[config.mk]
export PLATFORM = sky130hd
export DESIGN_NAME = wave_step_seq
export DESIGN_NICKNAME = d
export VERILOG_FILES = /design/src/rtl/wss_pkg.sv /design/src/rtl/wss_period_timer.sv /design/src/rtl/wss_len_timer.sv /design/src/rtl/wss_index_ctr.sv /design/src/rtl/wave_step_seq.sv
export SDC_FILE = /design/constraint.sdc
export NUM_CORES = 1
export LEC_CHECK = 0
export BUFFER_PORTS_ARGS = -buffer_cell sky130_fd_sc_hd__buf_4
export CAP_MARGIN = 20
export CORE_MARGIN = 1
export CORE_UTILIZATION = 35
export DETAILED_ROUTE_END_ITERATION = 8
export SETUP_SLACK_MARGIN = 0.02
export SLEW_MARGIN = 5
export SYNTH_ARGS = -nofsm -noshare
export SYNTH_HDL_FRONTEND = slang
export SYNTH_SLANG_ARGS = --single-unit
[constraint.sdc]
create_clock -name clk -period 4.5 [get_ports clk]
set_input_delay 1.35 -clock clk [delete_from_list [all_inputs] [get_ports clk]]
set_output_delay 1.35 -clock clk [all_outputs]
set_load 0.01 [all_outputs]
[src/rtl/wss_pkg.sv]
package wss_pkg;
  typedef enum logic [1:0] {
    CH_IDLE  = 2'd0,
    CH_RUN   = 2'd1,
    CH_SPENT = 2'd2
  } ch_state_e;
endpackage

[src/rtl/wss_period_timer.sv]
module wss_period_timer #(
  parameter int FREQ_W = 11,
  parameter int MUL_SH = 2,
  localparam int PER_W = FREQ_W + MUL_SH
) (
  input  logic              clk,
  input  logic              rst,
  input  logic              restart,
  input  logic              active,
  input  logic [FREQ_W-1:0] freq_i,
  output logic              step_o,
  output logic [PER_W-1:0]  cnt_o
);
  logic [PER_W-1:0] cnt_q;
  logic [PER_W-1:0] reload;

  // (2^FREQ_W - F) * 2^MUL_SH - 1 equals ((2^FREQ_W - 1 - F) << MUL_SH) | ones
  assign reload = {~freq_i, {MUL_SH{1'b1}}};
  assign step_o = active && (cnt_q == '0);
  assign cnt_o  = cnt_q;

  always_ff @(posedge clk) begin
    if (rst || restart) begin
      cnt_q <= '0;
    end else if (active) begin
      if (cnt_q == '0) cnt_q <= reload;
      else             cnt_q <= cnt_q - 1'b1;
    end
  end
endmodule

[src/rtl/wss_len_timer.sv]
module wss_len_timer #(
  parameter int LEN_W = 8
) (
  input  logic             clk,
  input  logic             rst,
  input  logic             load,
  input  logic [LEN_W-1:0] load_val,
  input  logic             tick,
  output logic             zero_o,
  output logic [LEN_W-1:0] cnt_o
);
  logic [LEN_W-1:0] cnt_q;

  assign zero_o = (cnt_q == '0);
  assign cnt_o  = cnt_q;

  always_ff @(posedge clk) begin
    if (rst) begin
      cnt_q <= '0;
    end else if (load) begin
      cnt_q <= load_val;
    end else if (tick && cnt_q != '0) begin
      cnt_q <= cnt_q - 1'b1;
    end
  end
endmodule

[src/rtl/wss_index_ctr.sv]
module wss_index_ctr #(
  parameter int IDX_W = 5
) (
  input  logic             clk,
  input  logic             rst,
  input  logic             clear,
  input  logic             step,
  output logic [IDX_W-1:0] idx_o
);
  logic [IDX_W-1:0] idx_q;

  assign idx_o = idx_q;

  always_ff @(posedge clk) begin
    if (rst || clear) idx_q <= '0;
    else if (step)    idx_q <= idx_q + 1'b1;
  end
endmodule

[src/rtl/wave_step_seq.sv]
module wave_step_seq #(
  parameter int FREQ_W = 11,
  parameter int MUL_SH = 2,
  parameter int IDX_W  = 5,
  parameter int LEN_W  = 8,
  localparam int PER_W = FREQ_W + MUL_SH
) (
  input  logic              clk,
  input  logic              rst,
  input  logic              chan_en_i,
  input  logic [FREQ_W-1:0] freq_i,
  input  logic              auto_stop_i,
  input  logic [LEN_W-1:0]  len_i,
  output logic [IDX_W-1:0]  sample_idx_o,
  output logic              chan_on_o
);
  import wss_pkg::*;

  ch_state_e        state_q;
  logic             start;
  logic             run;
  logic             stop_now;
  logic             active;
  logic             step;
  logic             len_zero;
  logic [LEN_W-1:0] len_cnt;
  logic [PER_W-1:0] per_cnt;

  assign start     = (state_q == CH_IDLE) && chan_en_i;
  assign run       = (state_q == CH_RUN) && chan_en_i;
  assign stop_now  = run && auto_stop_i && len_zero;
  assign active    = run && !stop_now;
  assign chan_on_o = (state_q == CH_RUN);

  always_ff @(posedge clk) begin
    if (rst) begin
      state_q <= CH_IDLE;
    end else begin
      unique case (state_q)
        CH_IDLE:  if (chan_en_i) state_q <= CH_RUN;
        CH_RUN:   if (!chan_en_i) state_q <= CH_IDLE;
                  else if (stop_now) state_q <= CH_SPENT;
        CH_SPENT: if (!chan_en_i) state_q <= CH_IDLE;
        default:  state_q <= CH_IDLE;
      endcase
    end
  end

  wss_period_timer #(.FREQ_W(FREQ_W), .MUL_SH(MUL_SH)) u_period (
    .clk(clk), .rst(rst), .restart(start), .active(active),
    .freq_i(freq_i), .step_o(step), .cnt_o(per_cnt)
  );

  wss_len_timer #(.LEN_W(LEN_W)) u_len (
    .clk(clk), .rst(rst), .load(start), .load_val(len_i),
    .tick(active && auto_stop_i), .zero_o(len_zero), .cnt_o(len_cnt)
  );

  wss_index_ctr #(.IDX_W(IDX_W)) u_idx (
    .clk(clk), .rst(rst), .clear(start), .step(step), .idx_o(sample_idx_o)
  );
endmodule

==> results.yml, run 1 <==
timing:
  tightest_slew_ns: 1.03
  rsz0062_at_grt: "no"
  finalMaxSlewViolations: 0
  setup_violations: 0
  setup-tns-final_ns: 0
  worst_slack_ns: 1.77
  skew_ns: 0.00381
  period_share_pct: 60.6
  hold_viol: 0
  max_freq_ghz: 0.367
  slew_headroom_pct: 30.9
  period_needed_ns: 2.73
floorplan:
  die_w_um: 73.0
  die_area_um2: 5330
  fp-row-count: 25
  core_um2: 4790
  start_util_pct: 36.9
  ios: 29
  die_y_um: 73.0
route:
  drt_iter0_markers: 84
  drtPass1Iterations: 4
  vias: 1646
  drcViolationCount: 0
  ant_nets: 0
  wl_um: 4070
  wl_per_cell_um: 14.1
  viasPerCell: 5.70
worst_setup_path:
  cp.arrival_ns: 2.91
  start_kind: "input pin"
  cp_max_fo: 24
  critical_path_class: "in -> reg"
  worstSetupEndpointType: "flip-flop"
  rr_startpoint: "u_period.cnt_o[4]"
  crit_required_ns: 4.68
  crit_start: "auto_stop_i"
clocking:
  cts_hold_buf: 0
  tritoncts: "yes"
  clock_sinks: 28
  clk_latency_ns: 0.28
  clockBufferDepth: 2
  cts_max_level: 1
  cts_setup_buffers: 0
  numCtsBuffers: 3
  clk_pin_slew_ns: 0.10
  cts_resized: 0
  root_buffer: "clkbuf_8"
grt:
  grt_max_degree: 25
  grt.overflow.total: 0
  antenna_found_initial: 0
  grt_pass1_wl_um: 6860
  grt_pass1_vias: 1511
  grt.total_usage_pct: 16.3
logic_synthesis:
  synthTopCellsByArea: "dfxtp_1 (32%), a21oi_1 (4.8%), or4_1 (4.3%)"
  netlist-cell-type-count: 58
  ys_top_cells_by_count: "dfxtp_1 (28), a21oi_1 (17), nor2_1 (15)"
  netlist_area_um2: 1770
  synth_nets: 232
  avgSynthCellArea_um2: 8.65
  synth_area_leader_cell: "dfxtp_1"
  yosys_register_bits: 28
  yosys.cell_count.top_type: "dfxtp_1"
  ys_warn_count: 0
  async_reset_ff_share_pct: 0
  synth-edff-count: 0
  synth-seq-area-share_pct: 31.8
  synth_top_area_share_pct: 31.8
  synth_flop_cell: "dfxtp_1"
  synth_cells: 204
flow_run:
  cap_viol_max_count: 0
layout:
  area_growth_pct: 15.9
  stdcell_area_um2: 2050
  nets: 251
  diodes: 0
  fillers: 497
  drive_above_1_share_pct: 22.5
  instances_no_fill: 289
worst_hold_path:
  worstHoldStart: "u_idx.idx_o[4]"
  worstHoldPathType: "reg -> reg"
place:
  dpl.cell_count: 285
  gp_congestion: 0.828
  hpwl_um: 2860
  port_buffers: 28
  dpl_worst_slack_ns: 1.50
  place_area_um2: 1990
run_status:
  run_status: "complete, no violations"
power:
  peakVddDrop_v: 0.000168
  p_leak_uw: 0.000742
  powerDensity_nw_per_um2: 297
-- logic make-up (layout without fill, tap and decap cells) --
family,count (synthesis),after routing,synth area share [%]
flops,28,28,31.8
fa+ha+maj,5,5,3.54
compound gates,63,63,25.9
simple gates,83,83,31.2
buf+inv,21,39,5.39
xor+xnor,2,2,0.992
mux,2,2,1.20
-- metal layers --
layer / vias to the layer above / track usage, % / routed length (um)
met5: - / 0 / 0
met4: 0 / 3.27 / 15
met3: 2 / 3.87 / 216
met2: 40 / 25.8 / 1770
met1: 761 / 22.5 / 2070
li1: 843 / - / -
-- sequential cells by signal, summed over array words and instances (netlist names) --
name,cells
u_len.cnt_o,8
state_q,2
u_period.cnt_o,13
u_idx.idx_o,5
-- path summary, 6_finish.rpt --
path	end	slack, ns	cells after the start
setup / recovery	u_period.cnt_o[1]	1.77	5
hold / removal	u_idx.idx_o[4]	0.49	2
setup reg to reg	u_idx.idx_o[2]	2.21	4
hold reg to reg	u_idx.idx_o[4]	0.49	2
-- per-stage QoR --
step | util, % | total power (uW) | hold WS [ns]
global placement | 41.6 | 452 | 0.478
global route | 42.7 | 644 | 0.518
finish | 42.7 | 608 | 0.490
CTS | 42.7 | 612 | 0.494
detailed placement | 41.6 | 452 | 0.478
floorplan | - | 410 | 0.451
-- critical path: stages --
cell and delay (ns):
buf_4 0.08, nor4bb_1 0.45, a21o_1 0.64, nor2_1 0.14
a221oi_1 0.25
-- placed cells by master, fill, tap and decap left out, types with 4 or more instances in the layout --
master / n
nor2_1: 15
nor4_1: 6
a31oi_1: 5
nand3_1: 6
nor3_1: 10
buf_4: 28
nand4_1: 4
dfxtp_1: 28
nand2_1: 7
o21ai_0: 7
a21oi_1: 17
ha_1: 5
o31ai_1: 6
or4_1: 10
clkbuf_8: 4
inv_1: 7
-- layout make-up --
class                           instances  area, um^2  area share (%)
Multi-Input combinational cell        155        1110            54.3
Inverter                                7        26.3            1.28
Sequential cell                        28         561            27.4
Timing Repair Buffer                   28         210            10.3
Tap cell                               67        83.8            4.10
Clock buffer                            4        55.1            2.69
-- where the power goes --
group	switching (uW)	internal, uW
logic	98.8	69.1
clock network	81.4	78.5
registers	19.4	260
Note: power is estimated with default switching activity, not from simulation.
==> run 2: changes to the inputs <==
==> constraint.sdc (replaced) <==
create_clock -name clk -period 2.8 [get_ports clk]
set_input_delay 0.84 -clock clk [delete_from_list [all_inputs] [get_ports clk]]
set_output_delay 0.84 -clock clk [all_outputs]
set_load 0.01 [all_outputs]
==> results.yml, run 2 (same netlist as run 1, synthesis figures left out) <==
run_status:
  run_status: "complete, no violations"
power:
  power.internal_uw: 728
  p_leak_uw: 0.000773
  peakVddDrop_v: 0.000335
  combPwrFrac_pct: 26.6
  switching_power_uw: 331
  powerDensity_nw_per_um2: 504
  p_clk_share_pct: 31.0
  switching_share_pct: 31.3
  pwr-share-seq_pct: 42.5
layout:
  final_cell_mix: "buf_4 (33), dfxtp_1 (28), a21oi_1 (17), nor2_1 (15)"
  drive_above_1_share_pct: 24.2
  largest_reg_flops: 13
  diodes: 0
  nets: 256
  area_growth_pct: 18.9
  stdcell_area_um2: 2100
  final_common_cell: "buf_4"
floorplan:
  die_area_um2: 5330
  start_util_pct: 36.9
  die_y_um: 73.0
  core_um2: 4790
  fp-row-count: 25
  die_w_um: 73.0
  ios: 29
clocking:
  numCtsBuffers: 3
  clk_latency_ns: 0.28
  cts_resized: 0
  clockBufferDepth: 2
  tritoncts: "yes"
  cts_hold_buf: 0
  cts_max_level: 1
  cts_setup_buffers: 0
  clk_pin_slew_ns: 0.10
  clock_sinks: 28
  root_buffer: "clkbuf_8"
route:
  viasPerCell: 5.67
  drt_iter0_markers: 72
  drtPass1Iterations: 6
  wl_per_cell_um: 14.6
  wl_um: 4280
  ant_nets: 0
  drcViolationCount: 0
  vias: 1666
worst_setup_path:
  slowest_delay_ns: 0.47
  cp.arrival_ns: 2.35
  worstSetupEndpointType: "flip-flop"
  cp_cell_sequence: "buf_4 -> nor4bb_1 -> a21o_1 -> buf_4 -> nor3_1 -> nor3_1"
  start_kind: "input pin"
  critical_path_class: "in -> reg"
  critPathTopFamily: "simple AND/OR/NAND/NOR gates"
  crit_required_ns: 3.00
  critPathSlowestCell: "a21o_1"
  cp_max_fo: 15
  cp_num_buf_inv: 2
flow_run:
  cap_viol_max_count: 0
timing:
  hold_viol: 0
  setup-tns-final_ns: 0
  period_needed_ns: 2.14
  tightest_slew_ns: 0.532
  skew_ns: 0.00588
  finalMaxSlewViolations: 0
  max_freq_ghz: 0.467
  setup_violations: 0
  period_share_pct: 76.5
  slew_headroom_pct: 64.4
  rsz0062_at_grt: "no"
grt:
  grt_pass1_wl_um: 7170
  antenna_found_initial: 0
  grt_max_degree: 17
  grt.overflow.total: 0
  grt_pass1_vias: 1467
  grt.total_usage_pct: 17.2
place:
  port_buffers: 28
  gp_congestion: 0.782
  hpwl_um: 3030
  place_area_um2: 2030
worst_hold_path:
  worstHoldPathType: "reg -> reg"
[run 2: metal layers]
layer | GRT usage [%] | vias up | wire, um
met5 | 0 | - | 0
met4 | 3.49 | 0 | 27
met3 | 3.18 | 2 | 118
met2 | 26.6 | 23 | 1910
met1 | 24.8 | 787 | 2230
li1 | - | 854 | -
[run 2: stage by stage]
| stage | hold slack (ns) | setup slack (ns) | utilization, % | cells | total power [uW] |
|---|---|---|---|---|---|
| 5_1_grt | 0.526 | 0.539 | 43.9 | 294 | 1110 |
| 3_3_place_gp | 0.473 | 0.475 | 42.4 | 290 | 739 |
| 6_report | 0.500 | 0.657 | 43.9 | 294 | 1060 |
| 4_1_cts | 0.503 | 0.664 | 43.9 | 294 | 1070 |
| 2_1_floorplan | 0.451 | 0.668 | - | 204 | 659 |
| 3_5_place_dp | 0.485 | 0.378 | 42.4 | 290 | 740 |
[run 2: path summary, 6_finish.rpt]
kind                        end  depth (start not counted)  slack, ns         startpoint
max          u_period.cnt_o[10]                          6       0.66        auto_stop_i
min              u_idx.idx_o[4]                          2       0.50     u_idx.idx_o[4]
max reg2reg      u_idx.idx_o[2]                          6       0.73  u_period.cnt_o[0]
min reg2reg      u_idx.idx_o[4]                          2       0.50     u_idx.idx_o[4]
[run 2: power by group through the flow]
stage | clock, uW | combinational, uW | sequential, uW
floorplan | 0 | 209 | 450
global placement | 0 | 280 | 459
detailed placement | 0 | 281 | 459
CTS | 342 | 282 | 450
global route | 351 | 308 | 454
finish | 328 | 281 | 450
[run 2: area by class of cell]
type,count,area [um^2]
Clock buffer,3,41.3
Sequential cell,28,561
Clock inverter,1,30.0
Tap cell,67,83.8
Multi-Input combinational cell,155,1110
Timing Repair Buffer,33,248
Inverter,7,26.3
Fill cell,499,2690
[run 2: worst min-delay path, delay by kind of cell, from the launching register on]
kind	cells	cell delay [ns]
AO/OA/AOI/OAI	2	0.13
flip-flops	1	0.34
==> run 3: changes to the inputs <==
--- a/config.mk
+++ b/config.mk
@@ -5,6 +5,7 @@
 export SDC_FILE = /design/constraint.sdc
 export NUM_CORES = 1
 export LEC_CHECK = 0
+export ABC_AREA = 1
 export BUFFER_PORTS_ARGS = -buffer_cell sky130_fd_sc_hd__buf_4
 export CAP_MARGIN = 20
 export CORE_MARGIN = 1
==> constraint.sdc (replaced) <==
create_clock -name clk -period 2.2 [get_ports clk]
set_input_delay 0.66 -clock clk [delete_from_list [all_inputs] [get_ports clk]]
set_output_delay 0.66 -clock clk [all_outputs]
set_load 0.01 [all_outputs]
==> results.yml, run 3 <==
timing:
  worst_slack_ns: 0.575
  setup-tns-final_ns: 0
  setup_violations: 0
  slew_headroom_pct: 78.4
  period_needed_ns: 1.62
  skew_ns: 0.0133
  hold_viol: 0
  finalMaxSlewViolations: 0
  rsz0062_at_grt: "no"
  max_freq_ghz: 0.615
  tightest_slew_ns: 0.322
  period_share_pct: 73.9
power:
  p_leak_uw: 0.00106
  peakVddDrop_v: 0.000263
  combPwrFrac_pct: 35.4
  powerDensity_nw_per_um2: 610
  switching_share_pct: 36.9
  power.total_uw: 1390
  p_clk_share_pct: 23.8
  power.internal_uw: 879
  pwr-share-seq_pct: 40.8
  switching_power_uw: 513
floorplan:
  die_area_um2: 5870
  die_y_um: 76.6
  fp-row-count: 26
  start_util_pct: 37.2
  core_um2: 5240
  ios: 29
  die_w_um: 76.6
logic_synthesis:
  synth_flop_cell: "dfxtp_1"
  yosys_register_bits: 28
  synth_top_area_share_pct: 28.8
  synth-edff-count: 0
  synth_nets: 317
  synthTopCellsByArea: "dfxtp_1 (29%), nand2_1 (13%), nand3_1 (9.0%)"
  yosys.cell_count.top_type: "nand2_1"
  netlist_area_um2: 1950
  netlist-cell-type-count: 35
  synth_cells: 289
  ys_top_cells_by_count: "nand2_1 (69), nand3_1 (35), inv_1 (31)"
  avgSynthCellArea_um2: 6.74
  async_reset_ff_share_pct: 0
  ys_warn_count: 0
  synth-seq-area-share_pct: 28.8
  synth_area_leader_cell: "dfxtp_1"
route:
  dr_wl_met2_um: 1950
  wl_per_cell_um: 11.0
  ant_nets: 0
  drt-met1-wl_um: 2140
  drtPass1Iterations: 6
  top_layer_used: "met4"
  wl_met3_um: 108
  viasPerCell: 4.74
  vias: 1841
  drt_iter0_markers: 91
  drcViolationCount: 0
  wl_um: 4250
grt:
  grt.overflow.total: 0
  grt_pass1_wl_um: 7510
  grt_max_degree: 18
  grt_pass1_vias: 1673
  grt.total_usage_pct: 15.4
  antenna_found_initial: 0
clocking:
  root_buffer: "clkbuf_8"
  tritoncts: "yes"
  cts_resized: 0
  clockBufferDepth: 2
  clk_latency_ns: 0.29
  clk_pin_slew_ns: 0.09
  numCtsBuffers: 3
  cts_hold_buf: 0
  cts_setup_buffers: 0
  cts_max_level: 1
  clock_sinks: 28
layout:
  largest_reg_flops: 13
  seq_area_um2: 561
  diodes: 0
  instances_no_fill: 388
  fin_util_pct: 43.5
  nets: 347
  drive_above_1_share_pct: 24.5
  fillers: 562
  final_cell_mix: "nand2_1 (69), nand3_1 (35), inv_1 (31), buf_4 (30), dfxtp_1 (28)"
  area_growth_pct: 17.1
  final_common_cell: "nand2_1"
  multi_input_area_um2: 1220
place:
  dpl_worst_slack_ns: 0.441
  hpwl_um: 3230
  dpl.cell_count: 384
  gp_congestion: 0.783
  port_buffers: 28
worst_setup_path:
  start_kind: "flip-flop"
  worstSetupEndpointType: "flip-flop"
  cp_max_fo: 4
  cp.arrival_ns: 1.81
  critical_path_class: "reg -> reg"
  crit_required_ns: 2.38
flow_run:
  cap_viol_max_count: 0
worst_hold_path:
  worstHoldPathType: "reg -> reg"
run_status:
  run_status: "complete, no violations"
run 3: cell count changes in the layout (fill, tap and decap cells not counted), sizes merged, moves of 7 or more:
cell,before,now
nor2,15,37
or4,12,0
o31ai,8,1
a21oi,17,25
inv,7,35
nor3,11,1
nand2,7,85
nand3,7,36
nor4,9,0
run 3: cell type report:
class	count	share of cell area, %
Multi-Input combinational cell	220	53.4
Sequential cell	28	24.6
Timing Repair Buffer	30	9.87
Inverter	36	5.92
Tap cell	70	3.84
Clock buffer	4	2.41
run 3: through the flow:
stage | hold WS (ns) | area (um^2)
2_1_floorplan | 0.422 | 1950
3_3_place_gp | 0.440 | 2230
3_5_place_dp | 0.446 | 2230
4_1_cts | 0.462 | 2280
5_1_grt | 0.501 | 2280
6_report | 0.461 | 2280
run 3: power by group through the flow:
stage                     combinational (uW)  sequential (uW)  clock [uW]
final                                    492              568         331
after global routing                     563              573         364
after global placement                   493              580           0
after CTS                                498              568         344
after detailed placement                 495              580           0
after floorplan                          387              573           0
run 3: path summary, 6_finish.rpt:
kind                     start            endpoint  slack, ns  cells past startpoint
min reg2reg  u_period.cnt_o[0]   u_period.cnt_o[0]       0.46                      1
max          u_period.cnt_o[0]  u_period.cnt_o[12]       0.58                     11
min          u_period.cnt_o[0]   u_period.cnt_o[0]       0.46                      1
max reg2reg  u_period.cnt_o[0]  u_period.cnt_o[12]       0.58                     11
run 3: cell families after synthesis:
kind of cell,Yosys count,synth area share (%)
and+or+nand+nor,166,42.1
AOI/OAI and AO/OA,41,13.5
buffers and inverters,41,8.73
DFF,28,28.8
xor gates and xnor gates,7,3.15
adders and majority gates,5,3.21
muxes,1,0.514
run 3: worst max-delay path: stages (launching register included):
cell and delay, ns:
dfxtp_1 0.33, inv_1 0.11, ha_1 0.18, nand2_1 0.06, nor2_1 0.16, nand2_1 0.07
nor2_1 0.27, nor2_1 0.13, nand2_1 0.08, nand3_1 0.06, nand2_1 0.06, inv_1 0.03
run 3: layer usage:
layer,GRT usage [%],vias to the layer above
met5,0,-
met4,4.62,0
met3,2.51,4
met2,25.0,17
met1,20.9,837
li1,-,983
